`src/rtl/pulse_acc.sv`:
```
module pulse_acc #(
  parameter int CW  = 8,
  parameter int PRE = 64
) (
  input  logic          clk,
  input  logic          rst_n,
  input  logic          tick_en,
  input  logic          pin_in,
  input  logic          cfg_enable,
  input  logic          cfg_gated,
  input  logic          cfg_pol,
  input  logic          wr_en,
  input  logic [CW-1:0] wr_data,
  input  logic          ovf_clr,
  input  logic          edge_clr,
  input  logic          ovf_ie,
  input  logic          edge_ie,
  output logic [CW-1:0] count,
  output logic          ovf_flag,
  output logic          edge_flag,
  output logic          irq_ovf,
  output logic          irq_edge
);
  localparam int PW = (PRE > 1) ? $clog2(PRE) : 1;
  localparam logic [PW-1:0] PRE_LAST = PW'(PRE - 1);

  logic s1, s2, s3;
  logic [PW-1:0] pre;

  wire gate_now  = s2 ^ cfg_pol;
  wire gate_was  = s3 ^ cfg_pol;
  wire sel_edge  = cfg_pol ? (s3 & ~s2) : (s2 & ~s3);
  wire pre_wrap  = tick_en && (pre == PRE_LAST);
  wire bump      = cfg_enable && (cfg_gated ? (gate_now && pre_wrap) : sel_edge);
  wire edge_evt  = cfg_enable && (cfg_gated ? (gate_was && !gate_now) : sel_edge);
  wire wrap      = bump && !wr_en && (count == {CW{1'b1}});

  always_ff @(posedge clk or negedge rst_n)
    if (!rst_n) {s1, s2, s3} <= '0;
    else        {s1, s2, s3} <= {pin_in, s1, s2};

  always_ff @(posedge clk or negedge rst_n)
    if (!rst_n)                       pre <= '0;
    else if (!cfg_enable || !cfg_gated) pre <= '0;
    else if (gate_now && tick_en)     pre <= pre_wrap ? '0 : pre + 1'b1;

  always_ff @(posedge clk or negedge rst_n)
    if (!rst_n)     count <= '0;
    else if (wr_en) count <= wr_data;
    else if (bump)  count <= count + 1'b1;

  always_ff @(posedge clk or negedge rst_n)
    if (!rst_n)       ovf_flag <= 1'b0;
    else if (wrap)    ovf_flag <= 1'b1;
    else if (ovf_clr) ovf_flag <= 1'b0;

  always_ff @(posedge clk or negedge rst_n)
    if (!rst_n)        edge_flag <= 1'b0;
    else if (edge_evt) edge_flag <= 1'b1;
    else if (edge_clr) edge_flag <= 1'b0;

  assign irq_ovf  = ovf_flag & ovf_ie;
  assign irq_edge = edge_flag & edge_ie;

  p_hold_when_off_r4: assert property (@(posedge clk) disable iff (!rst_n)
    (!cfg_enable && !wr_en) |=> $stable(count));

  p_write_wins_r5: assert property (@(posedge clk) disable iff (!rst_n)
    wr_en |=> (count == $past(wr_data)));

  p_single_step_r2: assert property (@(posedge clk) disable iff (!rst_n)
    !wr_en |=> (count == $past(count) || count == $past(count) + 1'b1));

  p_gate_closed_r3: assert property (@(posedge clk) disable iff (!rst_n)
    (cfg_enable && cfg_gated && !gate_now && !wr_en) |=> $stable(count));

  p_no_overflow_r6: assert property (@(posedge clk) disable iff (!rst_n)
    $rose(ovf_flag) |-> (count == '0 && $past(count) == {CW{1'b1}}));

  p_edge_off_r4: assert property (@(posedge clk) disable iff (!rst_n)
    (!cfg_enable && !edge_clr) |=> $stable(edge_flag));
endmodule

```
`config.mk`:
```
export PLATFORM = sky130hd
export DESIGN_NAME = pulse_acc
export DESIGN_NICKNAME = d
export VERILOG_FILES = /design/src/rtl/pulse_acc.sv
export SDC_FILE = /design/constraint.sdc
export NUM_CORES = 1
export LEC_CHECK = 0
export BUFFER_PORTS_ARGS = -buffer_cell sky130_fd_sc_hd__clkbuf_2
export CORE_MARGIN = 2
export CORE_UTILIZATION = 52
export CTS_BUF_LIST = sky130_fd_sc_hd__clkbuf_4
export CTS_CLUSTER_DIAMETER = 60
export DETAILED_ROUTE_END_ITERATION = 10
export PLACE_DENSITY = 0.81
export RECOVER_POWER = 50
export SYNTH_ARGS = -nofsm -noshare
export SYNTH_HDL_FRONTEND = slang
export SYNTH_SLANG_ARGS = --single-unit
```
`constraint.sdc`:
```
create_clock -name clk -period 2.4 [get_ports clk]
set_input_delay 0.48 -clock clk [delete_from_list [all_inputs] [get_ports clk]]
set_output_delay 0.48 -clock clk [all_outputs]
set_load 0.01 [all_outputs]
```
==> results.toml, run 1 <==
[synth]
synth_top_cell_area_share = 0.463
synth-seq-area-share = 0.463
syn_area_per_cell_sq_um = 10.2
async_reset_ff_frac = 1.00
yosys.area.top_type = "dfrtp_1"
synth.cell_area_sq_um = 1030
yosysWarnings = 0
yosys_most_used_dff = "dfrtp_1"
synth_edf_count = 0
ys_types = 34
ys_ff_latch = 19
syn_nets = 123
syn_inst = 101
netlist_top_cells_area = "dfrtp_1 (46%), xor2_1 (6.0%), o21ai_0 (4.9%)"

[min_path]
hold_class = "in2reg"
hold_end = "s1"
holdPathStages = 1
hp-start = "pin_in"

[grt]
antenna_found_initial = 0
grt_pass1_wl_um = 3390
grt_use_total = 0.186
grt_pass1_vias = 832
grt_max_degree = 20
grt_remaining_overflow = 0

[timing]
hold_viol = 0
worstMarginPinSlew_ns = 0.971
drv_slew = 0
worst_slack_ns = 0.454
max-slew-margin-rel = 0.353
fin_crit_sh = 0.811
whs_ns = 0.281
setup_viol = 0
tns_ns = 0
rsz0062_at_grt = "no"
max_freq_ghz = 0.514
finClkSkew_ns = 0.00230
finalCriticalPeriod_ns = 1.95

[cells_and_area]
layout.cells.most_common = "clkbuf_2"
synthToLayoutAreaGrowth_pct = 20.5
nNetsFinal = 158
fill_cells = 171
antenna_cells = 0
final_cell_mix = "clkbuf_2 (29), dfrtp_1 (19), nand2_1 (12), o21ai_0 (10), xor2_1 (7)"
drive_gt1_frac = 0.296

[clock_network]
cts_tree = "yes"
clk_pin_slew_ns = 0.10
insertion_delay_ns = 0.30
cts_root_buffer = "clkbuf_4"
numCtsBuffers = 3
ctsHoldBuffers = 0
cts.sinks = 19
cts_setup_buffers = 0
cts.path.max_buffers = 2
cts_resized = 0
cts_max_level = 1

[routing]
wire_per_inst_um = 12.0
viasPerCell = 5.33
antenna_left = 0
drt-pass1-iter-count = 4
drtIter0Drc = 10
via_count = 864
drt-total-wl_um = 1940
drc = 0

[run_status]
status = "finished, final reports clean"

[setup_path]
cp_cell_sequence = "ha_1 > nand4_2 > nor4b_4 > nor2_2 > or4_1 > nand3_1"
worstReg2RegStart = "pre[0]"
worstRegToRegCells = 6
critPathBufInv = 0
r2r_slack_ns = 0.45
reg2reg_to = "count[7]"
cp-end-kind = "flop"
start_kind = "flop"
path_delay_family = "simple AND/OR/NAND/NOR gates"
critical_path_arrival_ns = 2.19
critical_path_class = "reg2reg"
slowest_stage = "or4_1"
critPathMaxFanout = 6
cp.required_ns = 2.64
cp.depth = 6
max_stage_delay_ns = 0.48

[pwr]
switching_share = 0.270
p_seq_frac = 0.568
worst_ir_drop_vdd_v = 0.000307
p_total_w = 0.000634
power_frac_comb = 0.161
p_int_w = 0.000463
p_per_area_nw_per_um2 = 512
p_switching_w = 0.000171
clockPowerShare = 0.271
p_leak_nw = 0.573

[die]
io_pins = 32
core_area_sq_um = 1900
die_area_sq_um = 2350
start_util = 0.540
die_w_um = 48.4
fp.dieH_um = 48.4
row_count = 16

[place]
port_buffers = 31
pre_cts_ws_ns = 0.422
dp_hpwl_um = 1530
gp_congestion = 0.770

[run]
max_cap_violations = 0
[synth_stat cells (all sizes together) (2+ instances only)]
master   instances
dfrtp           19
a21oi            6
and3             2
ha               2
nand2           12
nand3            2
o2111ai          2
o21ai           10
and2             4
nor2b            2
inv              2
mux2             3
xnor2            3
nor2             6
xor2             7
nand4            4
nand3b           2
[logic make-up after synthesis]
| logic type | count (synthesis) | synth area share |
|---|---|---|
| and+or+nand+nor | 42 | 0.245 |
| xor gates and xnor gates | 10 | 0.0853 |
| buffers and inverters | 3 | 0.0122 |
| adders and majority gates | 2 | 0.0244 |
| DFF | 19 | 0.463 |
| AOI/OAI and AO/OA | 21 | 0.128 |
| muxes | 4 | 0.0426 |
[state kept, by name, indices dropped and copies added (netlist names)]
| signal | flops |
|---|---|
| ovf_flag | 1 |
| edge_flag | 1 |
| s2 | 1 |
| s1 | 1 |
| s3 | 1 |
| count | 8 |
| pre | 6 |
[metal layers]
metal	share of wire	routed length [um]	up-vias	GRT usage
li1	-	-	431	-
met1	0.47	910	400	0.233
met2	0.46	892	28	0.313
met3	0.047	91	5	0.0309
met4	0.021	41	0	0.0905
met5	0	0	-	0
[final cells by class]
type                       count  area, sq um  area share
clock buffer                   4         30.0      0.0243
sequential                    19          475       0.384
multi-input combinational     79          538       0.435
timing repair buffer          31          153       0.123
inverter                       2         7.51     0.00607
tap                           27         33.8      0.0273
[power groups by stage]
stage	registers (W)	clock network, W	logic [W]
finish	0.000360	0.000172	0.000102
global route	0.000362	0.000194	0.000116
CTS	0.000360	0.000176	0.000105
detailed placement	0.000366	0	0.000105
global placement	0.000365	0	0.000101
floorplan	0.000369	0	0.0000489
[metrics by stage]
stage          std cells   util  instance area, sq um
6_report             162  0.651                  1240
5_1_grt              162  0.651                  1240
4_1_cts              162  0.653                  1240
3_5_place_dp         158  0.637                  1210
3_3_place_gp         158  0.637                  1210
2_1_floorplan        101      -                  1030
[worst max-delay path by stage]
stage	from	to	slack, ns
floorplan	pre[0]	count[7]	0.59
CTS	pre[0]	count[7]	0.45
global route	pre[0]	count[7]	0.32
detailed placement	cfg_pol	count[7]	0.42
finish	pre[0]	count[7]	0.45
global placement	cfg_gated	count[7]	0.49
Note: power is estimated with default switching activity, not from simulation.
==> run 2: changes to the inputs <==
Settings changed: CORE_UTILIZATION 52 to 47, PLACE_DENSITY 0.81 to 0.77.
Clock period 2.4 ns to 1.7 ns, I/O delays scaled along.
==> run 2 against run 1 <==
  * The flow now finishes with violations (setup timing)
  * Design area increased by 14%
  * Final cell count grew 10%
  * Power increased by 46%
  * Critical endpoint is now count[6]
==> results.toml, run 2 (synthesis results as in run 1) <==
[die]
core_area_sq_um = 2000
start_util = 0.513
die_w_um = 50.8
die_area_sq_um = 2580
io_pins = 32
row_count = 16
fp.dieH_um = 50.8

[grt]
busiest_layer = "met2"
grt_pass1_vias = 987
met2_usage = 0.351
grt_max_degree = 20
antenna_found_initial = 0
grt_use_met1 = 0.250
grt_remaining_overflow = 0
use_met3 = 0.0536
grt_pass1_wl_um = 4040
grt_use_total = 0.212

[setup_path]
slowest_stage = "dfrtp_1"
start_kind = "flop"
critical_path_arrival_ns = 1.92
cp.required_ns = 1.90
cp-end-kind = "flop"
path_delay_family = "flip-flops"
critPathMaxFanout = 5
max_stage_delay_ns = 0.41
critical_path_class = "reg2reg"
r2r_slack_ns = -0.03
critPathBufInv = 0
cp_cell_sequence = "or3b_4 > a21oi_4 > o211ai_1 > xnor2_1 > mux2_2"

[cells_and_area]
final_cell_mix = "clkbuf_2 (31), dfrtp_1 (19), buf_4 (16), nand2_1 (12), o21ai_0 (9)"
finalInstanceArea_sq_um = 1410
largest_register_ff_count = 8
top_register = "count"
drive_gt1_frac = 0.414
fin_util = 0.703
layout.cells.most_common = "clkbuf_2"
nNetsFinal = 175
top_regs = "count: 8 flops, pre: 6 flops"
fill_cells = 149
antenna_cells = 0
synthToLayoutAreaGrowth_pct = 37.0

[routing]
drtIter0Drc = 15
wire_per_inst_um = 13.1
drc = 0
drt-pass1-iter-count = 4
drt-total-wl_um = 2350
via_count = 964
viasPerCell = 5.39
antenna_left = 0

[timing]
whs_ns = 0.136
finClkSkew_ns = 0.00599
tns_ns = -0.0806
max-slew-margin-rel = 0.686
max_freq_ghz = 0.578
hold_viol = 0
worst_slack_ns = -0.0288
drv_slew = 0
fin_crit_sh = 1.02
rsz0062_at_grt = "yes"
setup_viol = 4
worstMarginPinSlew_ns = 0.471
finalCriticalPeriod_ns = 1.73

[pwr]
worst_ir_drop_vdd_v = 0.000523
p_per_area_nw_per_um2 = 660
p_leak_nw = 0.669

[place]
pre_cts_ws_ns = -0.122
dp_hpwl_um = 1660
port_buffers = 31
placed_cell_area_sq_um = 1320
gp_congestion = 0.748

[clock_network]
cts.sinks = 19
cts_max_level = 1
cts_tree = "yes"
cts.path.max_buffers = 2
cts_root_buffer = "clkbuf_4"
clk_pin_slew_ns = 0.10
insertion_delay_ns = 0.31
numCtsBuffers = 3

[run_status]
status = "complete, but fails checks"
violations = "setup timing"

[run]
max_cap_violations = 0

[min_path]
hold_class = "in2reg"
-- run 2: changes by cell type in the layout (fill, tap and decap cells not counted), sizes merged --
cell,before,now
buf,0,16
dlygate4sd3,0,1
-- run 2: final cells by class --
cell class	instances	area, sq um	share of cell area
clock buffer	4	30.0	0.0213
inverter	2	7.51	0.00533
sequential	19	475	0.338
timing repair buffer	48	285	0.203
tap	27	33.8	0.0240
multi-input combinational	79	576	0.409
-- run 2: per-stage QoR --
step                      std cells  power [W]
after CTS                       178   0.000931
after detailed placement        169   0.000677
after global routing            179   0.000981
after global placement          169   0.000670
after floorplan                 101   0.000591
final                           179   0.000928
-- run 2: worst paths after layout --
path / startpoint / to / cells after the start
setup / recovery: s2 / count[6] / 5
hold / removal: pin_in / s1 / 1
setup reg to reg: s2 / count[6] / 5
hold reg to reg: s1 / s2 / 0
max in group asynchronous: rst_n / count[6] / 2
min in group asynchronous: rst_n / count[3] / 2
-- run 2: power breakdown --
group          leakage (nW)  internal, W  switching, W
sequential            0.241     0.000478     0.0000320
combinational         0.409    0.0000831     0.0000841
clock                0.0184     0.000108      0.000144
total                 0.669     0.000668      0.000260
-- run 2: what timing repair did --
action,4_1_cts,5_1_grt
resized for setup,1,3
hold buffers,1,0
setup endpoints to repair,7,7
buffers inserted,4,1
pin swaps,8,5
hold endpoints to repair,19,0
-- run 2: metal layers --
layer	wire length, um	vias up
met5	0	-
met2	1150	39
li1	-	461
met4	42	0
met3	145	6
met1	1010	458
